### src/rtl/timer_pkg.sv
// Package timer_pkg
// Shared widths, register addresses and the prescaler tap table for the
// reloadable watchdog timer. Assumes an 8-bit counter split into two nibbles.
package timer_pkg;
    localparam int NIB_W = 4;
    localparam int CNT_W = 2 * NIB_W;
    localparam int PRE_W = 11;   // enough for the largest ratio, 2048
    localparam int ADR_W = 2;

    localparam logic [ADR_W-1:0] ADDR_CNT_LO = 2'd0;
    localparam logic [ADR_W-1:0] ADDR_CNT_HI = 2'd1;
    localparam logic [ADR_W-1:0] ADDR_MODE   = 2'd2;
    localparam logic [ADR_W-1:0] ADDR_CTRL   = 2'd3;

    // Mode register layout: bit 3 auto-reload, bits 2:0 ratio select
    typedef struct packed {
        logic       reload_en;
        logic [2:0] ratio_sel;
    } mode_t;

    // Map a ratio select code to log2 of the division ratio
    function automatic logic [3:0] tap_shift(input logic [2:0] sel);
        case (sel)
            3'd0:    tap_shift = 4'd1;
            3'd1:    tap_shift = 4'd2;
            3'd2:    tap_shift = 4'd3;
            3'd3:    tap_shift = 4'd5;
            3'd4:    tap_shift = 4'd7;
            3'd5:    tap_shift = 4'd9;
            3'd6:    tap_shift = 4'd10;
            default: tap_shift = 4'd11;
        endcase
    endfunction
endpackage

### src/rtl/tmr_prescaler.sv
// Module tmr_prescaler
// Free-running divider that pulses `tick` for one cycle every 2**shift
// clocks, where shift comes from the ratio select. A restart clears it, so
// the first tick after a restart comes ratio-1 cycles later.
// Assumes PRE_W is at least the largest shift (11).
module tmr_prescaler
    import timer_pkg::*;
#(
    parameter int W = PRE_W
) (
    input  logic       clk,
    input  logic       rst_n,
    input  logic       restart,
    input  logic [2:0] ratio_sel,
    output logic       tick
);
    localparam logic [W-1:0] PONE = W'(1);

    logic [W-1:0] div_q;
    logic [W:0]   span;
    logic [W-1:0] mask;

    // Build the low-bit mask for the selected ratio
    always_comb begin
        span = {{W{1'b0}}, 1'b1} << tap_shift(ratio_sel);
        mask = span[W-1:0] - PONE;
    end

    // A tick fires when all masked bits of the divider are ones
    assign tick = &(div_q | ~mask);

    // Advance the divider, or clear it on restart
    always_ff @(posedge clk) begin
        if (!rst_n || restart) div_q <= '0;
        else                   div_q <= div_q + PONE;
    end

    // Every ratio is at least 2, so ticks never come back to back
    assert_tick_spacing_R4: assert property (@(posedge clk) disable iff (!rst_n)
        tick |=> !tick);
endmodule

### src/rtl/tmr_counter.sv
// Module tmr_counter
// 8-bit up counter. It is loaded directly on restart and steps on each tick.
// On a tick at all-ones it flags overflow and then either reloads or clears.
// Assumes restart takes priority over tick in the same cycle.
module tmr_counter
    import timer_pkg::*;
#(
    parameter int W = CNT_W
) (
    input  logic         clk,
    input  logic         rst_n,
    input  logic         tick,
    input  logic         restart,
    input  logic [W-1:0] restart_val,
    input  logic         reload_en,
    input  logic [W-1:0] load_val,
    output logic [W-1:0] count,
    output logic         overflow
);
    localparam logic [W-1:0] CONE = W'(1);

    // Overflow: a pulse that arrives at all-ones and is not masked by a restart
    assign overflow = tick && !restart && (&count);

    // Counter update with restart > overflow > increment priority
    always_ff @(posedge clk) begin
        if (!rst_n)        count <= '0;
        else if (restart)  count <= restart_val;
        else if (overflow) count <= reload_en ? load_val : '0;
        else if (tick)     count <= count + CONE;
    end

    assert_restart_load_R3: assert property (@(posedge clk) disable iff (!rst_n)
        restart |=> count == $past(restart_val));
    assert_step_R4: assert property (@(posedge clk) disable iff (!rst_n)
        (tick && !restart && !(&count)) |=> count == $past(count) + CONE);
    assert_hold_R4: assert property (@(posedge clk) disable iff (!rst_n)
        (!tick && !restart) |=> $stable(count));
    assert_reload_R5: assert property (@(posedge clk) disable iff (!rst_n)
        (overflow && reload_en) |=> count == $past(load_val));
    assert_clear_R6: assert property (@(posedge clk) disable iff (!rst_n)
        (overflow && !reload_en) |=> count == '0);
endmodule

### src/rtl/tmr_regs.sv
// Module tmr_regs
// Nibble register decode: the load register, the mode register, the
// interrupt flag, the set-only watchdog enable and the reset-request pulse.
// Assumes one write per strobe cycle and an 8-bit value of two nibbles.
module tmr_regs
    import timer_pkg::*;
(
    input  logic             clk,
    input  logic             rst_n,
    input  logic             wr_en,
    input  logic [ADR_W-1:0] addr,
    input  logic [NIB_W-1:0] wdata,
    input  logic             overflow,
    output logic [CNT_W-1:0] load_val,
    output mode_t            mode,
    output logic             restart,
    output logic [CNT_W-1:0] restart_val,
    output logic             irq,
    output logic             wden,
    output logic             reset_req
);
    logic wr_lo, wr_mode, wr_ctrl;

    // Decode the write strobes
    always_comb begin
        wr_lo   = wr_en && (addr == ADDR_CNT_LO);
        restart = wr_en && (addr == ADDR_CNT_HI);
        wr_mode = wr_en && (addr == ADDR_MODE);
        wr_ctrl = wr_en && (addr == ADDR_CTRL);
        restart_val = {wdata, load_val[NIB_W-1:0]};
    end

    // Load register: nibble writes; an upper write takes the full value
    always_ff @(posedge clk) begin
        if (!rst_n)       load_val <= '0;
        else if (restart) load_val <= restart_val;
        else if (wr_lo)   load_val[NIB_W-1:0] <= wdata;
    end

    // Mode register: write-only ratio select and reload enable
    always_ff @(posedge clk) begin
        if (!rst_n)       mode <= '0;
        else if (wr_mode) mode <= mode_t'(wdata);
    end

    // Interrupt flag: set by overflow, cleared by writing 0 to bit 0
    always_ff @(posedge clk) begin
        if (!rst_n)                    irq <= 1'b0;
        else if (overflow)             irq <= 1'b1;
        else if (wr_ctrl && !wdata[0]) irq <= 1'b0;
    end

    // Watchdog enable: set-only, cleared by reset alone
    always_ff @(posedge clk) begin
        if (!rst_n)                   wden <= 1'b0;
        else if (wr_ctrl && wdata[1]) wden <= 1'b1;
    end

    // Reset request: registered one-cycle pulse per guarded overflow
    always_ff @(posedge clk) begin
        if (!rst_n) reset_req <= 1'b0;
        else        reset_req <= overflow && wden;
    end

    assert_irq_set_R7: assert property (@(posedge clk) disable iff (!rst_n)
        overflow |=> irq);
    assert_irq_keep_R7: assert property (@(posedge clk) disable iff (!rst_n)
        (irq && !wr_ctrl) |=> irq);
    assert_wden_sticky_R8: assert property (@(posedge clk) disable iff (!rst_n)
        wden |=> wden);
    assert_req_fire_R9: assert property (@(posedge clk) disable iff (!rst_n)
        (overflow && wden) |=> reset_req);
    assert_req_quiet_R9: assert property (@(posedge clk) disable iff (!rst_n)
        !(overflow && wden) |=> !reset_req);
    assert_req_pulse_R9: assert property (@(posedge clk) disable iff (!rst_n)
        reset_req |=> !reset_req);
endmodule

### src/rtl/reload_wdt_timer.sv
// Module reload_wdt_timer
// Top level: connects the register decode, the prescaler and the counter,
// and drives the combinational nibble read port.
// Assumes a single bus master and synchronous active-low reset.
module reload_wdt_timer
    import timer_pkg::*;
(
    input  logic             clk,
    input  logic             rst_n,
    input  logic             wr_en,
    input  logic [ADR_W-1:0] addr,
    input  logic [NIB_W-1:0] wdata,
    output logic [NIB_W-1:0] rd_data,
    output logic             irq_flag,
    output logic             sys_reset_req
);
    logic [CNT_W-1:0] load_val, restart_val, count;
    mode_t            mode;
    logic             restart, tick, overflow, irq, wden;

    tmr_regs u_regs (
        .clk         (clk),
        .rst_n       (rst_n),
        .wr_en       (wr_en),
        .addr        (addr),
        .wdata       (wdata),
        .overflow    (overflow),
        .load_val    (load_val),
        .mode        (mode),
        .restart     (restart),
        .restart_val (restart_val),
        .irq         (irq),
        .wden        (wden),
        .reset_req   (sys_reset_req)
    );

    tmr_prescaler #(.W(PRE_W)) u_pre (
        .clk       (clk),
        .rst_n     (rst_n),
        .restart   (restart),
        .ratio_sel (mode.ratio_sel),
        .tick      (tick)
    );

    tmr_counter #(.W(CNT_W)) u_cnt (
        .clk         (clk),
        .rst_n       (rst_n),
        .tick        (tick),
        .restart     (restart),
        .restart_val (restart_val),
        .reload_en   (mode.reload_en),
        .load_val    (load_val),
        .count       (count),
        .overflow    (overflow)
    );

    // Read mux: counter nibbles, mode reads zero, control flags
    always_comb begin
        case (addr)
            ADDR_CNT_LO: rd_data = count[NIB_W-1:0];
            ADDR_CNT_HI: rd_data = count[CNT_W-1:NIB_W];
            ADDR_CTRL:   rd_data = {2'b00, wden, irq};
            default:     rd_data = '0;
        endcase
    end

    assign irq_flag = irq;

    assert_mode_reads_zero_R10: assert property (@(posedge clk) disable iff (!rst_n)
        (addr == ADDR_MODE) |-> rd_data == '0);
endmodule

### config.mk
export PLATFORM = sky130hd
export DESIGN_NAME = reload_wdt_timer
export DESIGN_NICKNAME = d
export VERILOG_FILES = /design/src/rtl/timer_pkg.sv /design/src/rtl/tmr_prescaler.sv /design/src/rtl/tmr_counter.sv /design/src/rtl/tmr_regs.sv /design/src/rtl/reload_wdt_timer.sv
export SDC_FILE = /design/constraint.sdc
export NUM_CORES = 1
export LEC_CHECK = 0
export ABC_AREA = 1
export CELL_PAD_IN_SITES_DETAIL_PLACEMENT = 0
export CELL_PAD_IN_SITES_GLOBAL_PLACEMENT = 2
export CORE_MARGIN = 5
export CORE_UTILIZATION = 32
export CTS_CLUSTER_SIZE = 8
export DETAILED_ROUTE_END_ITERATION = 10
export DONT_BUFFER_PORTS = 1
export GPL_TIMING_DRIVEN = 0
export PLACE_DENSITY = 0.8
export SETUP_SLACK_MARGIN = 0.05
export SYNTH_ARGS = -nofsm -noshare
export SYNTH_HDL_FRONTEND = slang
export SYNTH_SLANG_ARGS = --single-unit
### constraint.sdc
create_clock -name clk -period 1.9 [get_ports clk]
set_clock_uncertainty 0.1 [all_clocks]
set_input_delay 0.095 -clock clk [delete_from_list [all_inputs] [get_ports clk]]
set_output_delay 0.095 -clock clk [all_outputs]
set_load 0.01 [all_outputs]
==> flow_metrics.env, run 1 <==
export IMPL_status="finished, final reports clean"
export IMPL_setup_ws_ps=99.3
export IMPL_synth_area_per_cell_um2=6.83
export IMPL_whs_path_depth=2
export IMPL_die_h_um=90.3
export IMPL_pre_cts_ws_ps=-106
export IMPL_clk_pin_slew_ps=70
export IMPL_clkSinkCount=34
export IMPL_grtUsageTotal_pct=14.5
export IMPL_arrival_ps=1930
export IMPL_dr_total_vias=1947
export IMPL_synth_top_cells_by_count="nand2_1, dfxtp_1, inv_1"
export IMPL_die_area_mm2=0.00815
export IMPL_gp_congestion=0.748
export IMPL_yosysTopAreaCellShare_pct=33.0
export IMPL_start_kind="register"
export IMPL_endpoint_kind="register"
export IMPL_grt_pass1_wl_um=9600
export IMPL_placementRows=29
export IMPL_fin_crit_sh_pct=94.8
export IMPL_hold_viol_final=0
export IMPL_leakage_nw=1.04
export IMPL_grt_ovfl_total=0
export IMPL_synth_flop_cell="dfxtp_1"
export IMPL_clock_latency_ps=280
export IMPL_post_dp_hpwl_um=4140
export IMPL_yosys_area_top_type="dfxtp_1"
export IMPL_period_needed_ps=1800
export IMPL_r2r_slack_ps=100
export IMPL_worst_ep_required_time_ps=2030
export IMPL_min_path_type="in2reg"
export IMPL_grt_start_max_net_pins=11
export IMPL_power_density_mw_per_mm2=649
export IMPL_syn_to_final_growth_pct=18.6
export IMPL_initialDrtViolationCount=95
export IMPL_yosysMostFrequentCell="nand2_1"
export IMPL_synth_nets=314
export IMPL_routed_via_density=4.86
export IMPL_antenna_found_initial=0
export IMPL_r2r_cells=13
export IMPL_path_class="reg2reg"
export IMPL_routedWlPerCell_um=14.0
export IMPL_layout_drive_gt1_share_pct=21.6
export IMPL_post_route_drc_count=0
export IMPL_synth_area_leaders="dfxtp_1, nand2_1, nand3_1"
export IMPL_numCtsBuffers=5
export IMPL_tritoncts="yes"
export IMPL_synth_seq_cells=34
export IMPL_grt_setup_unrepaired="yes"
export IMPL_first_pass_iters=4
export IMPL_synth_edf_count=0
export IMPL_ant_nets=0
export IMPL_io_buffers=0
export IMPL_core_area_mm2=0.00631
export IMPL_die_width_um=90.3
export IMPL_synth_area_mm2=0.00206
export IMPL_root_buffer="clkbuf_8"
export IMPL_synth_cells=302
export IMPL_antenna_cells=0
export IMPL_vdd_drop_max_mv=0.299
export IMPL_boundaryPins=15
export IMPL_finalSetupViolCount=0
export IMPL_maxCapViolCount=0
export IMPL_yosysWarnings=0
export IMPL_initial_core_util_pct=32.7
export IMPL_final_nets=335
export IMPL_htree_levels=2
export IMPL_drt_total_wl_um=5620
export IMPL_yosys_cell_types_count=32
export IMPL_timing_fmax_mhz=555
export IMPL_grt_pass1_vias=1960
export IMPL_clockBufferDepth=2
export IMPL_async_flop_share_pct=0
export IMPL_worstPathMaxFanout=7
export IMPL_timing_setup_tns_ps=0
export IMPL_ys_seq_area_share_pct=33.0
export IMPL_drv_slew=0
==> stage by stage <==
step | cells | hold slack (ps) | total power [mW] | util, % | instance area, um^2
floorplan | 302 | 130 | 0.940 | - | 2060
global placement | 379 | 131 | 0.988 | 34.2 | 2160
detailed placement | 379 | 140 | 0.988 | 34.2 | 2160
CTS | 400 | 64.8 | 1.61 | 38.3 | 2420
global route | 401 | 102 | 1.68 | 38.7 | 2450
finish | 401 | 73.6 | 1.59 | 38.7 | 2450
==> area by class of cell <==
| class | instances | area, um^2 |
|---|---|---|
| fillers | 723 | 3870 |
| well taps | 77 | 96.3 |
| flip-flops and latches | 34 | 693 |
| inverters | 45 | 180 |
| repair buffers | 15 | 133 |
| clock inverters | 1 | 5.00 |
| clock buffers | 7 | 86.3 |
| multi-input cells | 217 | 1210 |
| plain buffers | 5 | 41.3 |
==> layout by cell type (no fill, tap or decap), types with 2 or more instances in the layout <==
cell / count
inv_1: 33
nand4_1: 12
a21oi_1: 12
clkbuf_8: 6
buf_4: 9
xor2_1: 2
nand2_4: 3
nor2_8: 3
nand2_2: 6
nand3_1: 28
nand3_2: 7
inv_4: 2
dlygate4sd3_1: 8
buf_6: 2
o21ai_1: 4
ha_1: 2
clkbuf_1: 2
clkinv_2: 2
nor2_1: 25
inv_2: 8
nor2_4: 2
o21ai_0: 14
dfxtp_4: 3
nor3_2: 3
dfxtp_1: 30
nand2_1: 76
nor2_2: 7
==> state kept, by name, indices dropped and copies added (netlist names) <==
| name | cells |
|---|---|
| u_pre.div_q | 11 |
| u_cnt.count | 8 |
| u_regs.load_val | 8 |
| u_regs.mode | 4 |
| u_regs.irq | 1 |
| u_regs.reset_req | 1 |
| u_regs.wden | 1 |
==> what timing repair did <==
item	in CTS	in global routing
setup buffers	6	1
endpoints found under the hold margin	18	0
resized for setup	15	6
endpoints found under the setup margin	10	11
hold buffers	8	0
pin swaps	15	11
==> critical path, stage by stage (launching register included) <==
cell	delay, ps
dfxtp_4	360
inv_4	60
nand3_4	70
ha_4	260
nor2_2	30
nor2_2	100
nand3_2	120
nor2_8	150
nand2_4	80
nor2_8	140
nand4_1	110
nand3_1	70
nand2_1	50
inv_1	50
==> power by group <==
group	leakage [nW]	switching [mW]	internal [mW]
clock	0.0482	0.280	0.293
combinational	0.715	0.160	0.0957
sequential	0.279	0.0234	0.734
==> metal layers <==
layer | global-route usage, % | wire (um)
met4 | 4.59 | 75
met2 | 25.9 | 2880
met3 | 3.83 | 222
met1 | 16.7 | 2450
met5 | 0 | 0
==> worst paths after layout <==
| path | start | endpoint |
|---|---|---|
| hold / removal | wr_en | u_regs.mode[0]$_SDFFE_PN0P_ |
| setup reg to reg | u_regs.mode[0]$_SDFFE_PN0P_ | u_cnt.count[1]$_SDFFE_PN0P_ |
| setup / recovery | u_regs.mode[0]$_SDFFE_PN0P_ | u_cnt.count[1]$_SDFFE_PN0P_ |
| hold reg to reg | u_regs.load_val[6]$_SDFFE_PN0P_ | u_regs.load_val[6]$_SDFFE_PN0P_ |
==> logic make-up after synthesis <==
family	share of synthesized area, %
AOI/OAI and AO/OA	8.98
other	0.182
DFF	33.0
buffers and inverters	11.0
xor gates and xnor gates	0.849
and+or+nand+nor	44.1
adders and majority gates	1.82
No activity file was read; power rests on OpenSTA's default activity.
==> inputs of run 2 (changes only) <==
--- a/config.mk
+++ b/config.mk
@@ -5,16 +5,15 @@
 export SDC_FILE = /design/constraint.sdc
 export NUM_CORES = 1
 export LEC_CHECK = 0
-export ABC_AREA = 1
 export CELL_PAD_IN_SITES_DETAIL_PLACEMENT = 0
 export CELL_PAD_IN_SITES_GLOBAL_PLACEMENT = 2
 export CORE_MARGIN = 5
-export CORE_UTILIZATION = 32
+export CORE_UTILIZATION = 34
 export CTS_CLUSTER_SIZE = 8
 export DETAILED_ROUTE_END_ITERATION = 10
 export DONT_BUFFER_PORTS = 1
 export GPL_TIMING_DRIVEN = 0
-export PLACE_DENSITY = 0.8
+export PLACE_DENSITY = 0.79
 export SETUP_SLACK_MARGIN = 0.05
 export SYNTH_ARGS = -nofsm -noshare
 export SYNTH_HDL_FRONTEND = slang
==> constraint.sdc (replaced) <==
create_clock -name clk -period 1.9 [get_ports clk]
set_clock_uncertainty 0.1 [all_clocks]
set_input_delay 0.095 -clock clk [delete_from_list [all_inputs] [get_ports clk]]
set_output_delay 0.095 -clock clk [all_outputs]
set_load 0.005 [all_outputs]
==> flow_metrics.env, run 2 <==
export IMPL_clkSinkCount=34
export IMPL_routedWlPerCell_um=16.2
export IMPL_layout_drive_gt1_share_pct=20.2
export IMPL_ys_seq_area_share_pct=36.5
export IMPL_final_common_cell="dfxtp_1"
export IMPL_timing_fmax_mhz=421
export IMPL_start_kind="register"
export IMPL_htree_levels=2
export IMPL_yosys_cell_types_count=48
export IMPL_arrival_ps=2510
export IMPL_core_area_mm2=0.00541
export IMPL_yosysTopAreaCellShare_pct=36.5
export IMPL_regMostFlops="u_pre.div_q"
export IMPL_vdd_drop_max_mv=0.402
export IMPL_yosysWarnings=0
export IMPL_synth_flop_cell="dfxtp_1"
export IMPL_yosysMostFrequentCell="dfxtp_1"
export IMPL_n_fill_cell=564
export IMPL_syn_to_final_growth_pct=27.3
export IMPL_async_flop_share_pct=0
export IMPL_clkPwrFrac_pct=39.4
export IMPL_synth_cells=228
export IMPL_first_pass_iters=4
export IMPL_hold_viol_final=0
export IMPL_worst_pin_slew_ps=756
export IMPL_clock_latency_ps=290
export IMPL_worstPathMaxFanout=8
export IMPL_power_density_mw_per_mm2=687
export IMPL_post_route_drc_count=0
export IMPL_maxCapViolCount=0
export IMPL_seqPwrFrac_pct=47.0
export IMPL_clockBufferDepth=2
export IMPL_pre_cts_ws_ps=-702
export IMPL_post_dp_hpwl_um=3570
export IMPL_grt_start_max_net_pins=11
export IMPL_numCtsBuffers=5
export IMPL_worst_ep_required_time_ps=2030
export IMPL_p_comb_share_pct=13.6
export IMPL_holdWs_ps=122
export IMPL_boundaryPins=15
export IMPL_reg_top3="u_pre.div_q: 11 flops, u_cnt.count: 8 flops, u_regs.load_val: 8 flops"
export IMPL_synth_edf_count=0
export IMPL_die_area_mm2=0.00706
export IMPL_violations="negative setup slack"
export IMPL_tritoncts="yes"
export IMPL_synth_area_leaders="dfxtp_1, mux2i_1, nand3_1"
export IMPL_routed_via_density=5.54
export IMPL_dpl_cell_area_mm2=0.00201
export IMPL_fin_cells=325
export IMPL_layout_common_cells="dfxtp_1, nor2_1, nand3_1, nand2_1"
export IMPL_grt_pass1_wl_um=8800
export IMPL_dr_total_vias=1799
export IMPL_period_needed_ps=2380
export IMPL_antenna_found_initial=0
export IMPL_path_class="reg2reg"
export IMPL_setup_ws_ps=-478
export IMPL_die_h_um=84.0
export IMPL_placementRows=27
export IMPL_total_power_mw=1.63
export IMPL_drv_slew=0
export IMPL_numPlacedInstances=300
export IMPL_grt_ovfl_total=0
export IMPL_multi_input_area_mm2=0.00124
export IMPL_grt_setup_unrepaired="yes"
export IMPL_synth_area_per_cell_um2=8.17
export IMPL_yosys_area_top_type="dfxtp_1"
export IMPL_final_nets=264
export IMPL_fin_area_mm2=0.00237
export IMPL_die_width_um=84.0
export IMPL_synth_seq_cells=34
export IMPL_r2r_cells=9
export IMPL_min_path_type="in2reg"
export IMPL_antenna_cells=0
export IMPL_timing_slew_headroom_pct=49.5
export IMPL_status="finished with violations"
export IMPL_endpoint_kind="register"
export IMPL_ff_latch_area_um2=692
export IMPL_finalSetupViolCount=10
export IMPL_synth_nets=240
export IMPL_initialDrtViolationCount=176
export IMPL_whs_path_depth=3
export IMPL_synth_top_cells_by_count="dfxtp_1, nor2_1, nand3_1"
export IMPL_p_int_mw=1.20
export IMPL_clk_pin_slew_ps=80
export IMPL_grt_pass1_vias=1731
export IMPL_io_buffers=0
export IMPL_p_sw_mw=0.425
export IMPL_drt_total_wl_um=5260
export IMPL_gp_congestion=0.790
export IMPL_initial_core_util_pct=34.5
export IMPL_root_buffer="clkbuf_8"
export IMPL_ant_nets=0
export IMPL_synth_area_mm2=0.00186
export IMPL_switching_share_pct=26.1
export IMPL_grtUsageTotal_pct=15.2
export IMPL_largest_reg_flops=11
export IMPL_leakage_nw=0.843
export IMPL_fin_crit_sh_pct=125
## run 2: worst max-delay path: stages (launching register included)
cell,delay [ps]
dfxtp_4,350
or3_4,390
ha_4,180
buf_4,140
or4b_1,190
a31oi_4,130
buf_6,160
buf_4,140
or4_1,470
nand3_1,90
## run 2: path summary, 6_finish.rpt
| path | from | to | slack, ps |
|---|---|---|---|
| setup reg to reg | u_regs.mode[2]$_SDFFE_PN0P_ | u_cnt.count[1]$_SDFFE_PN0P_ | -480 |
| hold reg to reg | u_regs.load_val[6]$_SDFFE_PN0P_ | u_regs.load_val[6]$_SDFFE_PN0P_ | 360 |
| hold / removal | addr[0] | u_regs.irq$_SDFFE_PN0P_ | 120 |
| setup / recovery | u_regs.mode[2]$_SDFFE_PN0P_ | u_cnt.count[1]$_SDFFE_PN0P_ | -480 |
## run 2: cell type report
| class | instances | area share (%) |
|---|---|---|
| plain buffers | 13 | 2.74 |
| clock buffers | 8 | 4.64 |
| inverters | 2 | 0.317 |
| multi-input cells | 176 | 52.1 |
| flip-flops and latches | 34 | 29.2 |
| well taps | 72 | 3.80 |
| repair buffers | 20 | 7.18 |
## run 2: kinds of logic after synthesis
| kind of cell | after synthesis | share of synthesized area [%] |
|---|---|---|
| and+or+nand+nor | 103 | 28.6 |
| AOI/OAI and AO/OA | 47 | 17.1 |
| DFF | 34 | 36.5 |
| buffers and inverters | 18 | 4.36 |
| muxes | 13 | 6.98 |
| xor gates and xnor gates | 9 | 4.23 |
| adders and majority gates | 3 | 2.01 |
| other | 1 | 0.201 |
## run 2: timing repair
| action | 4_1_cts | 5_1_grt |
|---|---|---|
| pin swaps | 16 | 12 |
| hold buffers | 5 | 0 |
| setup buffers | 13 | 2 |
| endpoints found under the setup margin | 10 | 10 |
| hold endpoints to repair | 16 | 0 |
| gates resized for setup | 16 | 10 |
## run 2: power groups by stage
stage	clock (mW)	sequential (mW)	combinational, mW
floorplan	0	0.772	0.123
global placement	0	0.784	0.157
detailed placement	0	0.783	0.158
CTS	0.660	0.764	0.208
global route	0.706	0.770	0.246
finish	0.641	0.766	0.221
## run 2: stage by stage
step / util, % / setup TNS, ps
finish: 43.9 / -4320
CTS: 42.6 / -4670
floorplan: - / 0
global route: 43.9 / -5700
global placement: 37.1 / -5880
detailed placement: 37.1 / -5900
## run 2: layer usage
metal  up-vias  track usage (%)  share of wire, %
met5         -                0                 0
met1       863             20.2                47
met4         0             6.58               3.0
met3        15             4.15               4.1
li1        889                -                 -
met2        32             22.9                46
==> inputs of run 3 (changes only) <==
--- a/config.mk
+++ b/config.mk
@@ -8,12 +8,12 @@
 export CELL_PAD_IN_SITES_DETAIL_PLACEMENT = 0
 export CELL_PAD_IN_SITES_GLOBAL_PLACEMENT = 2
 export CORE_MARGIN = 5
-export CORE_UTILIZATION = 34
+export CORE_UTILIZATION = 40
 export CTS_CLUSTER_SIZE = 8
 export DETAILED_ROUTE_END_ITERATION = 10
 export DONT_BUFFER_PORTS = 1
 export GPL_TIMING_DRIVEN = 0
-export PLACE_DENSITY = 0.79
+export PLACE_DENSITY = 0.87
 export SETUP_SLACK_MARGIN = 0.05
 export SYNTH_ARGS = -nofsm -noshare
 export SYNTH_HDL_FRONTEND = slang
==> constraint.sdc (replaced) <==
create_clock -name clk -period 3.05 [get_ports clk]
set_clock_uncertainty 0.1 [all_clocks]
set_input_delay 0.1525 -clock clk [delete_from_list [all_inputs] [get_ports clk]]
set_output_delay 0.1525 -clock clk [all_outputs]
set_load 0.005 [all_outputs]
==> flow_metrics.env, run 3 (synthesis gave the netlist of run 2 again) <==
export IMPL_clock_latency_ps=290
export IMPL_initial_core_util_pct=41.9
export IMPL_initialDrtViolationCount=84
export IMPL_grt_setup_unrepaired="no"
export IMPL_worst_ep_required_time_ps=3120
export IMPL_n_fill_cell=450
export IMPL_worstPathMaxFanout=10
export IMPL_drt_total_wl_um=4860
export IMPL_boundaryPins=15
export IMPL_total_power_mw=0.993
export IMPL_power_density_mw_per_mm2=476
export IMPL_leakage_nw=0.757
export IMPL_antenna_cells=0
export IMPL_path_class="reg2reg"
export IMPL_fin_crit_sh_pct=88.4
export IMPL_status="finished, final reports clean"
export IMPL_vdd_drop_max_mv=0.358
export IMPL_layout_drive_gt1_share_pct=5.81
export IMPL_start_kind="register"
export IMPL_routed_via_density=5.95
export IMPL_clockBufferDepth=2
export IMPL_syn_to_final_growth_pct=12.0
export IMPL_post_route_drc_count=0
export IMPL_post_dp_hpwl_um=3500
export IMPL_grtUsageTotal_pct=16.5
export IMPL_maxCapViolCount=0
export IMPL_regMostFlops="u_pre.div_q"
export IMPL_first_pass_iters=5
export IMPL_core_area_mm2=0.00444
export IMPL_numPlacedInstances=280
export IMPL_min_path_type="in2reg"
export IMPL_clk_pin_slew_ps=80
export IMPL_period_needed_ps=2690
export IMPL_worst_pin_slew_ps=873
export IMPL_fin_cells=293
export IMPL_placementRows=24
export IMPL_grt_ovfl_total=0
export IMPL_postCtsSetupRepairBufs=0
export IMPL_ff_latch_area_um2=681
export IMPL_drv_slew=0
export IMPL_dr_total_vias=1744
export IMPL_timing_setup_tns_ps=0
export IMPL_final_common_cell="dfxtp_1"
export IMPL_multi_input_area_mm2=0.00110
export IMPL_hold_viol_final=0
export IMPL_pre_cts_ws_ps=377
export IMPL_final_nets=252
export IMPL_gp_congestion=0.864
export IMPL_io_buffers=0
export IMPL_layout_common_cells="dfxtp_1, nor2_1, nand3_1, nand2_1, a21oi_1"
export IMPL_routedWlPerCell_um=16.6
export IMPL_clkSinkCount=34
export IMPL_holdWs_ps=52.6
export IMPL_die_width_um=78.2
export IMPL_endpoint_kind="register"
export IMPL_htree_levels=2
export IMPL_numCtsBuffers=5
export IMPL_root_buffer="clkbuf_8"
export IMPL_die_area_mm2=0.00612
export IMPL_antenna_found_initial=0
export IMPL_largest_reg_flops=11
export IMPL_grt_pass1_wl_um=7960
export IMPL_ant_nets=0
export IMPL_timing_fmax_mhz=371
export IMPL_finalSetupViolCount=0
export IMPL_arrival_ps=2770
export IMPL_die_h_um=78.2
export IMPL_reg_top3="u_pre.div_q: 11 flops, u_cnt.count: 8 flops, u_regs.load_val: 8 flops"
export IMPL_timing_slew_headroom_pct=41.7
export IMPL_tritoncts="yes"
export IMPL_setup_ws_ps=355
export IMPL_grt_pass1_vias=1578
export IMPL_grt_start_max_net_pins=12
[run 3: critical path: stages, from the launching register on]
cell	delay [ps]
dfxtp_1	310
buf_6	130
or3_1	340
ha_1	250
or4bb_1	490
a31oi_1	320
buf_2	290
a2111oi_0	90
a21oi_1	170
a21oi_1	80
[run 3: metal layers]
layer | GRT usage, % | up-vias | share of wire [%]
met1 | 21.1 | 835 | 47
li1 | - | 864 | -
met4 | 6.64 | 0 | 2.4
met5 | 0 | - | 0
met3 | 3.78 | 10 | 4.2
met2 | 26.8 | 35 | 47
[run 3: cell type report]
type	count	share of cell area (%)
Sequential cell	34	32.6
Timing Repair Buffer	5	2.40
Clock inverter	3	1.92
Inverter	2	0.360
Clock buffer	5	3.30
Tap cell	52	3.12
Buffer	16	3.54
Multi-Input combinational cell	176	52.8
[run 3: what timing repair did]
action	in CTS	in global routing
endpoints found under the hold margin	16	0
hold buffers	5	0
gates resized for setup	0	0
[run 3: stage by stage]
step,utilization [%],area (um^2)
finish,47.0,2090
global route,47.0,2090
CTS,47.0,2090
detailed placement,43.4,1930
global placement,43.4,1930
floorplan,-,1860
[run 3: path summary, 6_finish.rpt]
check	start	end	slack [ps]	cells after the start
worst min register to register	u_regs.load_val[6]$_SDFFE_PN0P_	u_regs.load_val[6]$_SDFFE_PN0P_	360	2
worst max-delay path	u_regs.mode[1]$_SDFFE_PN0P_	u_cnt.count[5]$_SDFFE_PN0P_	360	9
worst min-delay path	wr_en	u_regs.irq$_SDFFE_PN0P_	50	3
worst max register to register	u_regs.mode[1]$_SDFFE_PN0P_	u_cnt.count[5]$_SDFFE_PN0P_	360	9
[run 3: power by group]
part / switching (mW) / total (mW) / internal (mW)
Sequential: 0.0190 / 0.477 / 0.458
Clock: 0.175 / 0.416 / 0.241
Combinational: 0.0612 / 0.101 / 0.0396
Total: 0.255 / 0.993 / 0.738
